`src/rtl/ring_pkg.sv`:
```
// Package: shared register indices and constants for the ring pointer manager.
// Assumes descriptors of 32 bytes and a size field written as count << 3.
package ring_pkg;
    typedef enum logic [2:0] {
        RA_BASE   = 3'd0,
        RA_SIZE   = 3'd1,
        RA_UNLOCK = 3'd2,
        RA_CTRL   = 3'd3,
        RA_HEAD   = 3'd4,
        RA_TAIL   = 3'd5,
        RA_STAT   = 3'd6
    } ring_reg_e;

    localparam int DESC_SHIFT       = 5;
    localparam int SIZE_SHIFT       = 3;
    localparam int UNLOCK_SIZE_BIT  = 1;
    localparam int UNLOCK_BASE_BIT  = 2;
    localparam int MIN_DEPTH        = 2;
endpackage

```
`src/rtl/ring_cfg_regs.sv`:
```
// Module: configuration registers of one ring (base, size, unlock, run).
// Base and size writes only land while their unlock bit is set; an accepted
// one raises reconfig for that cycle so the pointers can be cleared.
// Assumes one register write per cycle at most.
module ring_cfg_regs
    import ring_pkg::*;
#(
    parameter int ADDR_W    = 32,
    parameter int DEPTH_MAX = 64,
    parameter int CNT_W     = 7
) (
    input  logic              clk,
    input  logic              rst_n,
    input  logic              reg_we,
    input  logic [2:0]        reg_waddr,
    input  logic [31:0]       reg_wdata,
    output logic [ADDR_W-1:0] base,
    output logic [CNT_W-1:0]  depth,
    output logic              unlock_size,
    output logic              unlock_base,
    output logic              run,
    output logic              reconfig
);
    logic [31:0] size_cnt;
    logic        size_ok;
    logic        base_hit;
    logic        size_hit;

    // Decode which gated configuration writes are accepted this cycle.
    always_comb begin
        size_cnt = reg_wdata >> SIZE_SHIFT;
        size_ok  = (size_cnt >= 32'(MIN_DEPTH)) && (size_cnt <= 32'(DEPTH_MAX));
        base_hit = reg_we && (reg_waddr == RA_BASE) && unlock_base;
        size_hit = reg_we && (reg_waddr == RA_SIZE) && unlock_size && size_ok;
        reconfig = base_hit || size_hit;
    end

    // Hold base and depth; update only on an accepted write.
    always_ff @(posedge clk) begin
        if (!rst_n) begin
            base  <= '0;
            depth <= CNT_W'(DEPTH_MAX);
        end else begin
            if (base_hit) base  <= reg_wdata[ADDR_W-1:0];
            if (size_hit) depth <= CNT_W'(size_cnt);
        end
    end

    // Hold the unlock bits and the run flag.
    always_ff @(posedge clk) begin
        if (!rst_n) begin
            unlock_size <= 1'b0;
            unlock_base <= 1'b0;
            run         <= 1'b0;
        end else if (reg_we) begin
            if (reg_waddr == RA_UNLOCK) begin
                unlock_size <= reg_wdata[UNLOCK_SIZE_BIT];
                unlock_base <= reg_wdata[UNLOCK_BASE_BIT];
            end
            if (reg_waddr == RA_CTRL) run <= reg_wdata[0];
        end
    end

    p_base_gated_r2: assert property (@(posedge clk) disable iff (!rst_n)
        !(reg_we && reg_waddr == RA_BASE && unlock_base) |=> $stable(base));

    p_size_gated_r3: assert property (@(posedge clk) disable iff (!rst_n)
        !(reg_we && reg_waddr == RA_SIZE && unlock_size) |=> $stable(depth));

    p_size_range_r3: assert property (@(posedge clk) disable iff (!rst_n)
        reconfig |=> (depth >= CNT_W'(MIN_DEPTH)) && (depth <= CNT_W'(DEPTH_MAX)));
endmodule

```
`src/rtl/ring_ptr.sv`:
```
// Module: one ring pointer index with clear, load and wrapping step.
// Priority is clear, then load, then step. Assumes load_idx < depth and
// that depth only changes in a cycle where clear is also raised.
module ring_ptr #(
    parameter int IDX_W = 6,
    parameter int CNT_W = 7
) (
    input  logic             clk,
    input  logic             rst_n,
    input  logic             clear,
    input  logic             load,
    input  logic [IDX_W-1:0] load_idx,
    input  logic             step,
    input  logic [CNT_W-1:0] depth,
    output logic [IDX_W-1:0] idx
);
    logic [CNT_W-1:0] inc;

    // Compute the incremented index in the wider count domain.
    always_comb inc = CNT_W'(idx) + CNT_W'(1);

    // Update the index with wrap at depth.
    always_ff @(posedge clk) begin
        if (!rst_n || clear) begin
            idx <= '0;
        end else if (load) begin
            idx <= load_idx;
        end else if (step) begin
            idx <= (inc == depth) ? '0 : inc[IDX_W-1:0];
        end
    end

    p_idx_below_depth_r8: assert property (@(posedge clk) disable iff (!rst_n)
        CNT_W'(idx) < depth);

    p_wrap_r8: assert property (@(posedge clk) disable iff (!rst_n)
        (step && !clear && !load && CNT_W'(idx) == depth - CNT_W'(1)) |=> idx == '0);
endmodule

```
`src/rtl/ring_occupancy.sv`:
```
// Module: derives occupancy, free space, empty and full from the two indices.
// Assumes both indices are below depth and depth is at least 2.
module ring_occupancy #(
    parameter int IDX_W = 6,
    parameter int CNT_W = 7
) (
    input  logic             clk,
    input  logic             rst_n,
    input  logic [IDX_W-1:0] wr_idx,
    input  logic [IDX_W-1:0] rd_idx,
    input  logic [CNT_W-1:0] depth,
    output logic [CNT_W-1:0] occ,
    output logic [CNT_W-1:0] space,
    output logic             empty,
    output logic             full
);
    // Modular distance from tail to head, plus derived flags.
    always_comb begin
        if (wr_idx >= rd_idx) occ = CNT_W'(wr_idx) - CNT_W'(rd_idx);
        else                  occ = depth - CNT_W'(rd_idx) + CNT_W'(wr_idx);
        space = depth - occ;
        empty = (wr_idx == rd_idx);
        full  = (occ == depth - CNT_W'(1));
    end

    p_not_both_r9: assert property (@(posedge clk) disable iff (!rst_n)
        !(empty && full));

    p_occ_bound_r9: assert property (@(posedge clk) disable iff (!rst_n)
        occ < depth);
endmodule

```
`src/rtl/ring_queue_mgr.sv`:
```
// Module: top of the ring pointer manager. Holds configuration, the head and
// tail pointers, and the register read path; SW_PRODUCES picks which side
// owns which pointer. Assumes one register write per cycle and a hw_step
// strobe that the caller only means to count when hw_ready is high.
module ring_queue_mgr
    import ring_pkg::*;
#(
    parameter int ADDR_W      = 32,
    parameter int DEPTH_MAX   = 64,
    parameter bit SW_PRODUCES = 1'b1
) (
    input  logic              clk,
    input  logic              rst_n,
    input  logic              reg_we,
    input  logic [2:0]        reg_waddr,
    input  logic [31:0]       reg_wdata,
    input  logic [2:0]        reg_raddr,
    output logic [31:0]       reg_rdata,
    output logic              hw_ready,
    input  logic              hw_step,
    output logic [ADDR_W-1:0] hw_desc_addr
);
    localparam int IDX_W = $clog2(DEPTH_MAX);
    localparam int CNT_W = IDX_W + 1;
    localparam logic [2:0] SW_REG = SW_PRODUCES ? RA_HEAD : RA_TAIL;

    logic [ADDR_W-1:0] base;
    logic [CNT_W-1:0]  depth;
    logic              unlock_size, unlock_base, run, reconfig;
    logic [IDX_W-1:0]  wr_idx, rd_idx, hw_idx, sw_idx;
    logic [CNT_W-1:0]  occ, space;
    logic              empty, full;
    logic              sw_load, hw_go;
    logic              wr_load, wr_step, rd_load, rd_step;

    ring_cfg_regs #(.ADDR_W(ADDR_W), .DEPTH_MAX(DEPTH_MAX), .CNT_W(CNT_W)) u_cfg (
        .clk(clk), .rst_n(rst_n), .reg_we(reg_we), .reg_waddr(reg_waddr),
        .reg_wdata(reg_wdata), .base(base), .depth(depth),
        .unlock_size(unlock_size), .unlock_base(unlock_base), .run(run),
        .reconfig(reconfig)
    );

    // Qualify the software pointer write: running and index inside the ring.
    always_comb begin
        sw_idx  = reg_wdata[DESC_SHIFT +: IDX_W];
        sw_load = reg_we && (reg_waddr == SW_REG) && run
                  && ((reg_wdata >> DESC_SHIFT) < 32'(depth));
        hw_go   = hw_step && hw_ready;
    end

    generate
        if (SW_PRODUCES) begin : g_sw_head
            // Software posts at the head; hardware consumes from the tail.
            always_comb begin
                wr_load  = sw_load;
                wr_step  = 1'b0;
                rd_load  = 1'b0;
                rd_step  = hw_go;
                hw_idx   = rd_idx;
                hw_ready = run && !empty;
            end
        end else begin : g_hw_head
            // Hardware produces at the head; software releases at the tail.
            always_comb begin
                wr_load  = 1'b0;
                wr_step  = hw_go;
                rd_load  = sw_load;
                rd_step  = 1'b0;
                hw_idx   = wr_idx;
                hw_ready = run && !full;
            end
        end
    endgenerate

    ring_ptr #(.IDX_W(IDX_W), .CNT_W(CNT_W)) u_head (
        .clk(clk), .rst_n(rst_n), .clear(reconfig), .load(wr_load),
        .load_idx(sw_idx), .step(wr_step), .depth(depth), .idx(wr_idx)
    );

    ring_ptr #(.IDX_W(IDX_W), .CNT_W(CNT_W)) u_tail (
        .clk(clk), .rst_n(rst_n), .clear(reconfig), .load(rd_load),
        .load_idx(sw_idx), .step(rd_step), .depth(depth), .idx(rd_idx)
    );

    ring_occupancy #(.IDX_W(IDX_W), .CNT_W(CNT_W)) u_occ (
        .clk(clk), .rst_n(rst_n), .wr_idx(wr_idx), .rd_idx(rd_idx),
        .depth(depth), .occ(occ), .space(space), .empty(empty), .full(full)
    );

    // Address of the descriptor at the hardware-owned pointer.
    always_comb hw_desc_addr = base + (ADDR_W'(hw_idx) << DESC_SHIFT);

    // Register read multiplexer.
    always_comb begin
        unique case (reg_raddr)
            RA_BASE:   reg_rdata = 32'(base);
            RA_SIZE:   reg_rdata = 32'(depth) << SIZE_SHIFT;
            RA_UNLOCK: reg_rdata = {29'd0, unlock_base, unlock_size, 1'b0};
            RA_CTRL:   reg_rdata = {31'd0, run};
            RA_HEAD:   reg_rdata = 32'(wr_idx) << DESC_SHIFT;
            RA_TAIL:   reg_rdata = 32'(rd_idx) << DESC_SHIFT;
            RA_STAT:   reg_rdata = {8'd0, 8'(space), 8'(occ), 6'd0, full, empty};
            default:   reg_rdata = 32'd0;
        endcase
    end

    p_hold_not_ready_r8: assert property (@(posedge clk) disable iff (!rst_n)
        (hw_step && !hw_ready && !reconfig) |=> $stable(hw_idx));

    p_sw_ignored_stopped_r5: assert property (@(posedge clk) disable iff (!rst_n)
        (reg_we && reg_waddr == SW_REG && !run) |=> $stable(sw_idx) || $stable(SW_PRODUCES ? wr_idx : rd_idx));

    p_reconfig_clears_r4: assert property (@(posedge clk) disable iff (!rst_n)
        reconfig |=> (wr_idx == '0) && (rd_idx == '0));

    p_ready_stopped_r7: assert property (@(posedge clk) disable iff (!rst_n)
        !run |-> !hw_ready);
endmodule

```
`config.mk`:
```
export PLATFORM = sky130hd
export DESIGN_NAME = ring_queue_mgr
export DESIGN_NICKNAME = d
export VERILOG_FILES = /design/src/rtl/ring_pkg.sv /design/src/rtl/ring_cfg_regs.sv /design/src/rtl/ring_ptr.sv /design/src/rtl/ring_occupancy.sv /design/src/rtl/ring_queue_mgr.sv
export SDC_FILE = /design/constraint.sdc
export NUM_CORES = 1
export LEC_CHECK = 0
export BUFFER_PORTS_ARGS = -buffer_cell sky130_fd_sc_hd__buf_2
export CORE_MARGIN = 2
export CORE_UTILIZATION = 60
export DETAILED_ROUTE_END_ITERATION = 7
export PLACE_DENSITY = 0.87
export SLEW_MARGIN = 20
export SYNTH_ARGS = -nofsm -noshare
export SYNTH_HDL_FRONTEND = slang
export SYNTH_SLANG_ARGS = --single-unit
```
`constraint.sdc`:
```
create_clock -name clk -period 6.3 [get_ports clk]
set_clock_uncertainty 0.15 [all_clocks]
set_input_delay 0.315 -clock clk [delete_from_list [all_inputs] [get_ports clk]]
set_output_delay 0.315 -clock clk [all_outputs]
set_load 0.01 [all_outputs]
```
==> results.json <==
{
  "outcome": "finished clean",
  "first_drt_iteration_drcs": 404,
  "worst_setup_path_start_kind": "flop",
  "post_synth.cell_area_avg_sq_um": 7.90,
  "slew_headroom": 0.356,
  "setup-tns-final_ns": 0,
  "stdcell_count": 793,
  "initial_core_util": 0.616,
  "synth_enable_flop_cells": 0,
  "wl_per_cell_microns": 16.8,
  "commonest_non_fill_non_tap_cells_in_the_layout": "buf_2, nand2_1, dfxtp_1",
  "top_cells_by_area_in_the_synthesized_netlist": "dfxtp_1, ha_1, nand2_1",
  "overflow": 0,
  "end_kind": "output pin",
  "vias": 4727,
  "grt_start_max_net_pins": 44,
  "post_route_cells_drive_above_1_share": 0.203,
  "clkLatencyLatePin_ns": 0.31,
  "ctsHtreeMaxLevel": 2,
  "internal-power_uw": 495,
  "primary_flip_flop_cell_chosen_by_synthesis_mapping": "dfxtp_1",
  "number_of_distinct_library_cell_variants_in_the_gate_level_netlist_after_synthesis": 63,
  "cts_hold_buffers": 0,
  "ctsRootBufferMaster": "clkbuf_8",
  "utilization": 0.705,
  "placed_cells": 785,
  "clock_tree_from_tritoncts": "built",
  "postRouteWirelength_mm": 13.4,
  "max-cap-violations": 0,
  "synth-seq-area-share": 0.227,
  "area_share_of_the_largest_cell_type_after_synthesis": 0.227,
  "drt_pre_antenna_iters": 5,
  "leakage_uw": 0.00236,
  "met1_length_mm": 5.78,
  "die_h_microns": 93.1,
  "clkSlewWorstSetupHoldPaths_ns": 0.11,
  "synth.largest_area_cell": "dfxtp_1",
  "areaGrowthSynthToFinish_pct": 14.4,
  "placeableCoreArea_sq_um": 7730,
  "tritoncts.num_buffers": 5,
  "postSynth.asyncResetShare": 0,
  "power.density_nw_per_um2": 119,
  "hpwl_mm": 10.4,
  "layout.cells.most_common": "buf_2",
  "ys_warn_count": 0,
  "type_of_the_worst_min_delay_path": "in2reg",
  "grtUsageTotal": 0.309,
  "filler_cell_count": 616,
  "share_comb_of_total_power": 0.081,
  "num_rows": 32,
  "highest_routed_metal_layer": "met4",
  "synth_nets": 686,
  "synth.ff_latch_count": 54,
  "worst-setup-path-type": "reg2out",
  "switching_power_uw": 156,
  "timing.critical_path.arrival_ns": 4.50,
  "routed_length_on_met3_microns": 985,
  "drc": 0,
  "final_hold_viol_count": 0,
  "final_net_count": 773,
  "power.clock.fraction": 0.392,
  "dieArea_sq_um": 8670,
  "clock_sink_count": 54,
  "grt_pass1_wl_mm": 21.5,
  "critPathMaxFanout": 10,
  "fmax_mhz": 201,
  "place.port_buffers": 106,
  "ant_nets_after_route": 0,
  "antenna_found_initial": 0,
  "power.ir.vdd_worst_uv": 136,
  "first_global_vias": 4451,
  "worstMarginPinSlew_ns": 0.965,
  "io_pins": 107,
  "syn_inst": 603,
  "area_of_the_mapped_netlist_sq_um": 4760,
  "final.period_utilization": 0.788,
  "cts_setup_buffers": 0,
  "drt-vias-per-instance": 5.96,
  "number_of_instances_resized_during_post_cts_repair": 0,
  "die_outline_width_microns": 93.1,
  "p_sw_frac": 0.239,
  "grt_setup_unrepaired": "false",
  "route.met2.wl_mm": 6.26,
  "crit_required_ns": 5.83,
  "timing.final.crit_period_ns": 4.96,
  "clock_tree.buffer_depth": 2,
  "finalSetupViolations": 0,
  "slew_violations": 0,
  "gpl.final_weighted_congestion": 0.996,
  "number_of_antenna_diodes": 0,
  "power.share.sequential": 0.527
}
## critical path, cell delays in order, from the launching register on
cell	delay, ns
dfxtp_1	0.65
inv_1	0.29
fa_1	0.63
inv_1	0.05
ha_1	0.30
or2_2	0.29
o211a_1	0.16
or4_1	0.48
o311a_1	0.13
mux2i_1	0.27
xnor2_1	0.23
xnor2_1	0.12
o41ai_2	0.41
buf_2	0.20
## cells in the mapped netlist, drive strengths merged, types with 2 or more instances
cell type,number
fa,9
nor2,37
nor3,13
mux2i,26
a22oi,2
or4,4
a21oi,14
o22ai,2
nand2b,7
a31oi,2
nand3,17
and2,16
mux4,5
xor2,15
and3,6
a21o,9
o21a,4
nor2b,15
nor4,5
or3,2
inv,41
dfxtp,54
buf,8
nor3b,4
or2,3
o2111ai,2
nand3b,3
xnor2,36
ha,32
nand4,8
o211ai,3
nand2,99
clkbuf,20
o21ai,27
a21boi,35
## metal layers
layer	vias to the layer above	global-route usage
met1	2242	0.428
met5	-	0
met3	33	0.0363
li1	2229	-
met4	0	0.0931
met2	223	0.508
## layout make-up
type | count | area, sq um | share of cell area
Inverter | 41 | 154 | 0.0282
Multi-Input combinational cell | 480 | 3420 | 0.627
Tap cell | 102 | 128 | 0.0234
Clock buffer | 6 | 82.6 | 0.0152
Sequential cell | 54 | 1080 | 0.198
Timing Repair Buffer | 108 | 546 | 0.100
Clock inverter | 2 | 38.8 | 0.00712
## metrics by stage
stage          power [uW]  area, sq um  worst slack, ns  hold WS [ns]
6_report              650         5450             1.34         0.102
5_1_grt               670         5450             1.13         0.103
4_1_cts               651         5440             1.35        0.0980
3_5_place_dp          402         5320             1.69         0.333
3_3_place_gp          401         5320             1.68         0.314
2_1_floorplan         376         4760             2.50         0.302
## flip-flops by register name (all words and copies together), names as in the netlist
register	cells
u_tail.idx	6
u_cfg.unlock_base	1
u_head.idx	6
u_cfg.unlock_size	1
u_cfg.base	32
u_cfg.depth	7
u_cfg.run	1
## cells by family (layout without fill, tap and decap cells)
kind of cell             count (synthesis)  count (layout)  share of synthesized area
AND/OR/NAND/NOR                        243             243                      0.252
AO/OA/AOI/OAI                          113             113                      0.165
buffers and inverters                   69             157                     0.0591
flip-flops                              54              54                      0.227
XOR/XNOR                                51              51                     0.0938
adder cells (fa/ha/maj)                 41              41                      0.122
multiplexers                            32              32                     0.0814
## worst paths after layout
kind,start,end,slack [ns],depth (start not counted)
min,reg_wdata[20],u_cfg.base[20],0.10,3
max reg2reg,u_tail.idx[3],u_tail.idx[2],3.30,9
max,u_cfg.depth[3],reg_rdata[1],1.34,13
min reg2reg,u_cfg.base[4],u_cfg.base[4],0.34,2
## power by group through the flow
stage               Combinational (uW)  Clock, uW  Sequential, uW
finish                            52.9        255             343
global route                      57.4        270             343
CTS                               51.5        257             343
detailed placement                51.2          0             350
global placement                  50.4          0             350
floorplan                         25.4          0             350
(Power assumes the default switching activity.)
